==> src/rtl/lpt_pkg.sv <==
package lpt_pkg;
  localparam int ADDR_W = 3;
  localparam int FLAG_N = 4;

  typedef enum logic [ADDR_W-1:0] {
    A_CTRL   = 3'd0,
    A_CFG    = 3'd1,
    A_RELOAD = 3'd2,
    A_CMP    = 3'd3,
    A_IER    = 3'd4,
    A_STATUS = 3'd5,
    A_CLEAR  = 3'd6,
    A_COUNT  = 3'd7
  } lpt_addr_e;

  localparam int F_CMPM  = 0;
  localparam int F_RLDM  = 1;
  localparam int F_CMPOK = 2;
  localparam int F_RLDOK = 3;
endpackage

==> src/rtl/lpt_prescaler.sv <==
module lpt_prescaler #(
  parameter int PSC_W = 3
) (
  input  logic             clk,
  input  logic             rst,
  input  logic             clear,
  input  logic             run,
  input  logic             tick,
  input  logic [PSC_W-1:0] psc,
  output logic             step
);
  localparam int DIV_W = (1 << PSC_W) - 1;

  logic [DIV_W-1:0] div_q;
  logic [DIV_W:0]   span;
  logic [DIV_W-1:0] last;

  always_comb begin
    span = ((DIV_W+1)'(1) << psc) - (DIV_W+1)'(1);
    last = span[DIV_W-1:0];
  end

  assign step = run && tick && !clear && (div_q == last);

  always_ff @(posedge clk) begin
    if (rst || clear) begin
      div_q <= '0;
    end else if (run && tick) begin
      div_q <= (div_q == last) ? '0 : div_q + 1'b1;
    end
  end
endmodule

==> src/rtl/lpt_sync_update.sv <==
module lpt_sync_update #(
  parameter int          W          = 16,
  parameter int          SYNC_TICKS = 2,
  parameter logic [W-1:0] RST_VAL   = '0
) (
  input  logic         clk,
  input  logic         rst,
  input  logic         tick,
  input  logic         wr,
  input  logic [W-1:0] wdata,
  output logic [W-1:0] shadow,
  output logic [W-1:0] active,
  output logic         done
);
  localparam int CW = (SYNC_TICKS > 1) ? $clog2(SYNC_TICKS) : 1;
  localparam logic [CW-1:0] LAST = CW'(SYNC_TICKS - 1);

  logic          pend;
  logic [CW-1:0] wait_q;

  assign done = pend && tick && !wr && (wait_q == LAST);

  always_ff @(posedge clk) begin
    if (rst) begin
      shadow <= RST_VAL;
      active <= RST_VAL;
      pend   <= 1'b0;
      wait_q <= '0;
    end else if (wr) begin
      shadow <= wdata;
      pend   <= 1'b1;
      wait_q <= '0;
    end else if (pend && tick) begin
      if (wait_q == LAST) begin
        active <= shadow;
        pend   <= 1'b0;
      end else begin
        wait_q <= wait_q + 1'b1;
      end
    end
  end
endmodule

==> src/rtl/lpt_counter.sv <==
module lpt_counter #(
  parameter int CNT_W = 16
) (
  input  logic             clk,
  input  logic             rst,
  input  logic             clear,
  input  logic             step,
  input  logic [CNT_W-1:0] reload,
  input  logic [CNT_W-1:0] compare,
  output logic [CNT_W-1:0] cnt,
  output logic             rld_hit,
  output logic             cmp_hit
);
  logic [CNT_W-1:0] cnt_nxt;

  always_comb begin
    cnt_nxt = (cnt == reload) ? '0 : cnt + 1'b1;
    rld_hit = step && (cnt_nxt == reload);
    cmp_hit = step && (cnt_nxt == compare) && (compare < reload);
  end

  always_ff @(posedge clk) begin
    if (rst || clear) begin
      cnt <= '0;
    end else if (step) begin
      cnt <= cnt_nxt;
    end
  end
endmodule

==> src/rtl/lp_cmp_timer.sv <==
module lp_cmp_timer
  import lpt_pkg::*;
#(
  parameter int CNT_W      = 16,
  parameter int PSC_W      = 3,
  parameter int SYNC_TICKS = 2
) (
  input  logic              clk,
  input  logic              rst,
  input  logic              tick_en,
  input  logic              reg_wr,
  input  logic [ADDR_W-1:0] reg_addr,
  input  logic [CNT_W-1:0]  reg_wdata,
  output logic [CNT_W-1:0]  reg_rdata,
  output logic              irq
);
  logic             en, run;
  logic [PSC_W-1:0] psc;
  logic [1:0]       ier;
  logic [FLAG_N-1:0] flags, flag_set, flag_clr;
  logic             wr_ctrl, wr_cfg, wr_rld, wr_cmp, wr_ier, wr_clr, dis_now;
  logic             step, rld_hit, cmp_hit, rld_done, cmp_done;
  logic [CNT_W-1:0] cnt, rld_sh, rld_act, cmp_sh, cmp_act;
  logic [CNT_W-1:0] rd_mux;

  always_comb begin
    wr_ctrl = reg_wr && (reg_addr == A_CTRL);
    wr_cfg  = reg_wr && (reg_addr == A_CFG);
    wr_rld  = reg_wr && (reg_addr == A_RELOAD);
    wr_cmp  = reg_wr && (reg_addr == A_CMP);
    wr_ier  = reg_wr && (reg_addr == A_IER);
    wr_clr  = reg_wr && (reg_addr == A_CLEAR);
    dis_now = wr_ctrl && !reg_wdata[0];
  end

  always_ff @(posedge clk) begin
    if (rst) begin
      en  <= 1'b0;
      run <= 1'b0;
      psc <= '0;
      ier <= '0;
    end else begin
      if (wr_ctrl) begin
        en <= reg_wdata[0];
        if (!reg_wdata[0])     run <= 1'b0;
        else if (reg_wdata[1]) run <= 1'b1;
      end
      if (wr_cfg)         psc <= reg_wdata[PSC_W-1:0];
      if (wr_ier && !en)  ier <= reg_wdata[1:0];
    end
  end

  lpt_prescaler #(.PSC_W(PSC_W)) u_psc (
    .clk(clk), .rst(rst), .clear(dis_now), .run(run),
    .tick(tick_en), .psc(psc), .step(step)
  );

  lpt_sync_update #(.W(CNT_W), .SYNC_TICKS(SYNC_TICKS), .RST_VAL({CNT_W{1'b1}})) u_rld (
    .clk(clk), .rst(rst), .tick(tick_en), .wr(wr_rld), .wdata(reg_wdata),
    .shadow(rld_sh), .active(rld_act), .done(rld_done)
  );

  lpt_sync_update #(.W(CNT_W), .SYNC_TICKS(SYNC_TICKS), .RST_VAL('0)) u_cmp (
    .clk(clk), .rst(rst), .tick(tick_en), .wr(wr_cmp), .wdata(reg_wdata),
    .shadow(cmp_sh), .active(cmp_act), .done(cmp_done)
  );

  lpt_counter #(.CNT_W(CNT_W)) u_cnt (
    .clk(clk), .rst(rst), .clear(dis_now), .step(step),
    .reload(rld_act), .compare(cmp_act),
    .cnt(cnt), .rld_hit(rld_hit), .cmp_hit(cmp_hit)
  );

  always_comb begin
    flag_set          = '0;
    flag_set[F_CMPM]  = cmp_hit;
    flag_set[F_RLDM]  = rld_hit;
    flag_set[F_CMPOK] = cmp_done;
    flag_set[F_RLDOK] = rld_done;
    flag_clr          = wr_clr ? reg_wdata[FLAG_N-1:0] : '0;
  end

  always_ff @(posedge clk) begin
    if (rst) begin
      flags <= '0;
      irq   <= 1'b0;
    end else begin
      flags <= (flags & ~flag_clr) | flag_set;
      irq   <= |(flags[1:0] & ier);
    end
  end

  always_comb begin
    unique case (reg_addr)
      A_CTRL:   rd_mux = CNT_W'({run, en});
      A_CFG:    rd_mux = CNT_W'(psc);
      A_RELOAD: rd_mux = rld_sh;
      A_CMP:    rd_mux = cmp_sh;
      A_IER:    rd_mux = CNT_W'(ier);
      A_STATUS: rd_mux = CNT_W'(flags);
      A_CLEAR:  rd_mux = '0;
      default:  rd_mux = cnt;
    endcase
  end

  always_ff @(posedge clk) begin
    if (rst) reg_rdata <= '0;
    else     reg_rdata <= rd_mux;
  end
endmodule

==> config.mk <==
export PLATFORM = sky130hd
export DESIGN_NAME = lp_cmp_timer
export DESIGN_NICKNAME = d
export VERILOG_FILES = /design/src/rtl/lpt_pkg.sv /design/src/rtl/lpt_prescaler.sv /design/src/rtl/lpt_sync_update.sv /design/src/rtl/lpt_counter.sv /design/src/rtl/lp_cmp_timer.sv
export SDC_FILE = /design/constraint.sdc
export NUM_CORES = 1
export LEC_CHECK = 0
export BUFFER_PORTS_ARGS = -buffer_cell sky130_fd_sc_hd__buf_4
export CAP_MARGIN = 10
export CORE_MARGIN = 4
export CORE_UTILIZATION = 60
export DETAILED_ROUTE_END_ITERATION = 7
export GPL_TIMING_DRIVEN = 0
export PLACE_DENSITY = 0.89
export SLEW_MARGIN = 20
export SYNTH_ARGS = -nofsm -noshare
export SYNTH_HDL_FRONTEND = slang
export SYNTH_SLANG_ARGS = --single-unit
==> constraint.sdc <==
create_clock -name clk -period 4.5 [get_ports clk]
set_clock_uncertainty 0.2 [all_clocks]
set_input_delay 0.45 -clock clk [delete_from_list [all_inputs] [get_ports clk]]
set_output_delay 0.45 -clock clk [all_outputs]
set_load 0.03 [all_outputs]
==> run metrics <==
via count=between 6000 and 7000; top-area cell type share of the netlist area=0.374; number of unique standard cell types used by synthesis=66; worst-path maximum fanout=10; Worst EP required=around 4.7 ns; Storage cell area=about 2400 um2; H-tree level count=4; first-pass GRT wire length=between 30000 and 40000 um; Yosys reg bits=119; worst path cell trace=buf_1, nand3_1, nor4_1, xnor2_1, xnor2_1, or3_1, a21oi_1, nand4_1, o31ai_1; final setup vio count=0; sequential area share after synthesis=0.374; synth-to-layout area growth=19.0%; Clock Sinks=around 120; Die X-Extent=roughly 110 um; Resize count post-CTS=0; Critical-path top delay cell=nor4_1; Port Buffers=38; Critical Path AT=3.71 ns; critical path type=reg2reg; average cell area after synthesis=around 8 um2; Setup WS pre-CTS=~1.1 ns; Worst path top cell family by delay=simple AND/OR/NAND/NOR gates; GRT overflow=0; Leakage=0.00294 uW; Post-CTS Setup Bufs=0; Hold Path Class=in2reg; final wirelength=20000 um; initial core utilization=0.617; largest stage delay on the critical path=about 0.58 ns; Die H=around 110 um; Worst setup EP type=flop; fraction of layout cells with a size suffix above 1=0.101; critical path's most frequent cell=xnor2_1; CTS tree=yes; FMAX=~290 MHz; vias in the first global route=about 6300; Antenna Cells=0; final slew viol count=0; Synth Cell Area=about 6400 um2; Post-synth EDFFs=0; CTS Buf Count=17; Fin. Hold Viols=0; Synth Instances=roughly 820; clk root buf=clkbuf_8; Max VDD drop=0.000390 V; routed len/inst=between 15 and 20 um; post-route cell area=about 7600 um2; synth top area cells=dfxtp_1 (37%), nand2_1 (7.9%), a21oi_1 (6.7%); Slew HR=0.451; Worst-path clk slew=about 0.060 ns; worst-skew pair later-pin latency=between 0.5 and 0.6 ns; main flop type after synthesis=dfxtp_1; pwr dens=352 nW/um2; GPL Wtd Cong=0.983; Clock Tree Buf Depth=2; setup TNS=0 ns; period utilization=0.779; Async SR Flop Fraction=0; filler instances=709; fin crit period=between 3 and 4 ns; # IOs=40; Pwr Total=roughly 2700 uW; worst slew pin tran=0.821 ns; RSZ-0062 raised after global routing=false; Worst Path Buf+Inv=1; Final HPWL DP=roughly 14000 um; Max Cap Viol=0; net count of the finished layout=930; initial detailed-routing violation count=740; multi-input logic area=3620 um2; Post-Syn Nets=approximately 860; Die ar.=12300 um2; Residual DRC=0; Post-DRT Antenna Nets=0; Min Hold Slack=0.00855 ns; post-placement cell area=slightly below 7000 um2; worst setup margin=between 0.9 and 1 ns; largest net degree at the start of global routing=17; outcome=finished, final reports clean; Warnings, synthesis=0; initial antenna violation count=0; area leader, netlist=dfxtp_1; drt pass-1 iters=6; # rows=37; Total Routing Usage GR=0.324; Via density=6.34; Core Region=10300 um2; crit start category=flop
[cells in the mapped netlist (all sizes together), types with 3 or more instances]
cell type,number
nor3b,6
nand3b,22
o31a,3
ha,17
a211oi,3
a22oi,3
and3,3
clkbuf,44
nor4,8
or4,7
nand2,134
a31oi,8
dfxtp,119
xnor2,34
nor2b,4
xor2,17
nand3,19
nor3,18
nor2,95
a211o,17
mux2i,8
o221ai,12
o21ai,22
inv,28
o32a,3
nand4,13
o31ai,5
a21oi,85
buf,15
nand2b,9
o211ai,3
[per-stage QoR]
step	cells	util
after CTS	1039	0.734
after global routing	1039	0.734
after detailed placement	993	0.661
after floorplan	819	-
after global placement	993	0.661
final	1039	0.734
[cells in the final DEF, fill, tap and decap left out, types with 6 or more instances in the layout]
cell,Yosys,routed
clkbuf_16,0,16
inv_6,0,7
dfxtp_1,119,119
xnor2_1,34,34
nor2_1,94,94
nor3b_1,6,6
clkbuf_1,44,44
dlygate4sd3_1,0,14
nor3_1,17,17
mux2i_1,8,8
ha_1,17,17
a31oi_1,8,8
nand3_1,19,19
buf_2,9,9
inv_1,28,28
o21ai_0,21,21
a21oi_1,85,85
nand4_1,12,12
nand2_1,134,134
o221ai_1,12,12
a211o_1,17,17
nor4_1,7,7
nand3b_1,22,22
xor2_1,17,17
buf_4,0,38
or4_1,7,7
nand2b_1,9,9
[routing by layer]
metal	global-route usage	share of wire
met5	0	0
met3	0.0611	0.089
met1	0.421	0.40
met4	0.123	0.031
met2	0.536	0.48
[area by class of cell]
| cell class | count | area share |
|---|---|---|
| buffer | 59 | 0.0337 |
| clock buffer | 18 | 0.0565 |
| clock inverter | 14 | 0.0244 |
| inverter | 29 | 0.0144 |
| multi-input combinational | 612 | 0.478 |
| sequential | 119 | 0.314 |
| tap | 136 | 0.0225 |
| timing repair buffer | 52 | 0.0562 |
[final timing paths]
kind | from | endpoint | slack [ns] | depth (start not counted)
setup / recovery | u_cnt.cnt[2]$_SDFFE_PP0P_ | flags[1]$_SDFF_PP0_ | 0.99 | 9
hold / removal | reg_wdata[0] | u_rld.shadow[0]$_SDFFE_PP1P_ | 0.009 | 3
setup reg to reg | u_cnt.cnt[2]$_SDFFE_PP0P_ | flags[1]$_SDFF_PP0_ | 0.99 | 9
hold reg to reg | u_cmp.shadow[7]$_SDFFE_PP0P_ | u_cmp.active[7]$_SDFFE_PP0P_ | 0.28 | 2
[registers in the layout (all words and copies together), names as in the netlist, 2 cells and up]
| register | flops |
|---|---|
| flags | 4 |
| ier | 2 |
| u_rld.shadow | 16 |
| psc | 3 |
| u_cmp.shadow | 16 |
| u_psc.div_q | 7 |
| u_cmp.active | 16 |
| u_rld.active | 16 |
| reg_rdata | 16 |
| u_cnt.cnt | 16 |
[kinds of logic after synthesis]
kind of cell | synth area share
fa+ha+maj | 0.0334
mux | 0.0197
xor+xnor | 0.0702
compound gates | 0.188
simple gates | 0.257
flops | 0.374
buf+inv | 0.0572
[repair_timing]
item,CTS,global route
endpoints found under the hold margin,21,0
hold buffers,14,0
endpoints found under the setup margin,0,0
[power breakdown]
part,leakage (uW),internal [uW],switching (uW)
Combinational,0.00168,60.3,99.8
Clock,0.000298,874,546
Sequential,0.000964,1070,14.4
Total,0.00294,2010,661
[worst min-delay path: stages]
cell      delay (ns)
buf_4           0.13
nand2_1         0.05
nand3b_1        0.07
(Power assumes the default switching activity.)
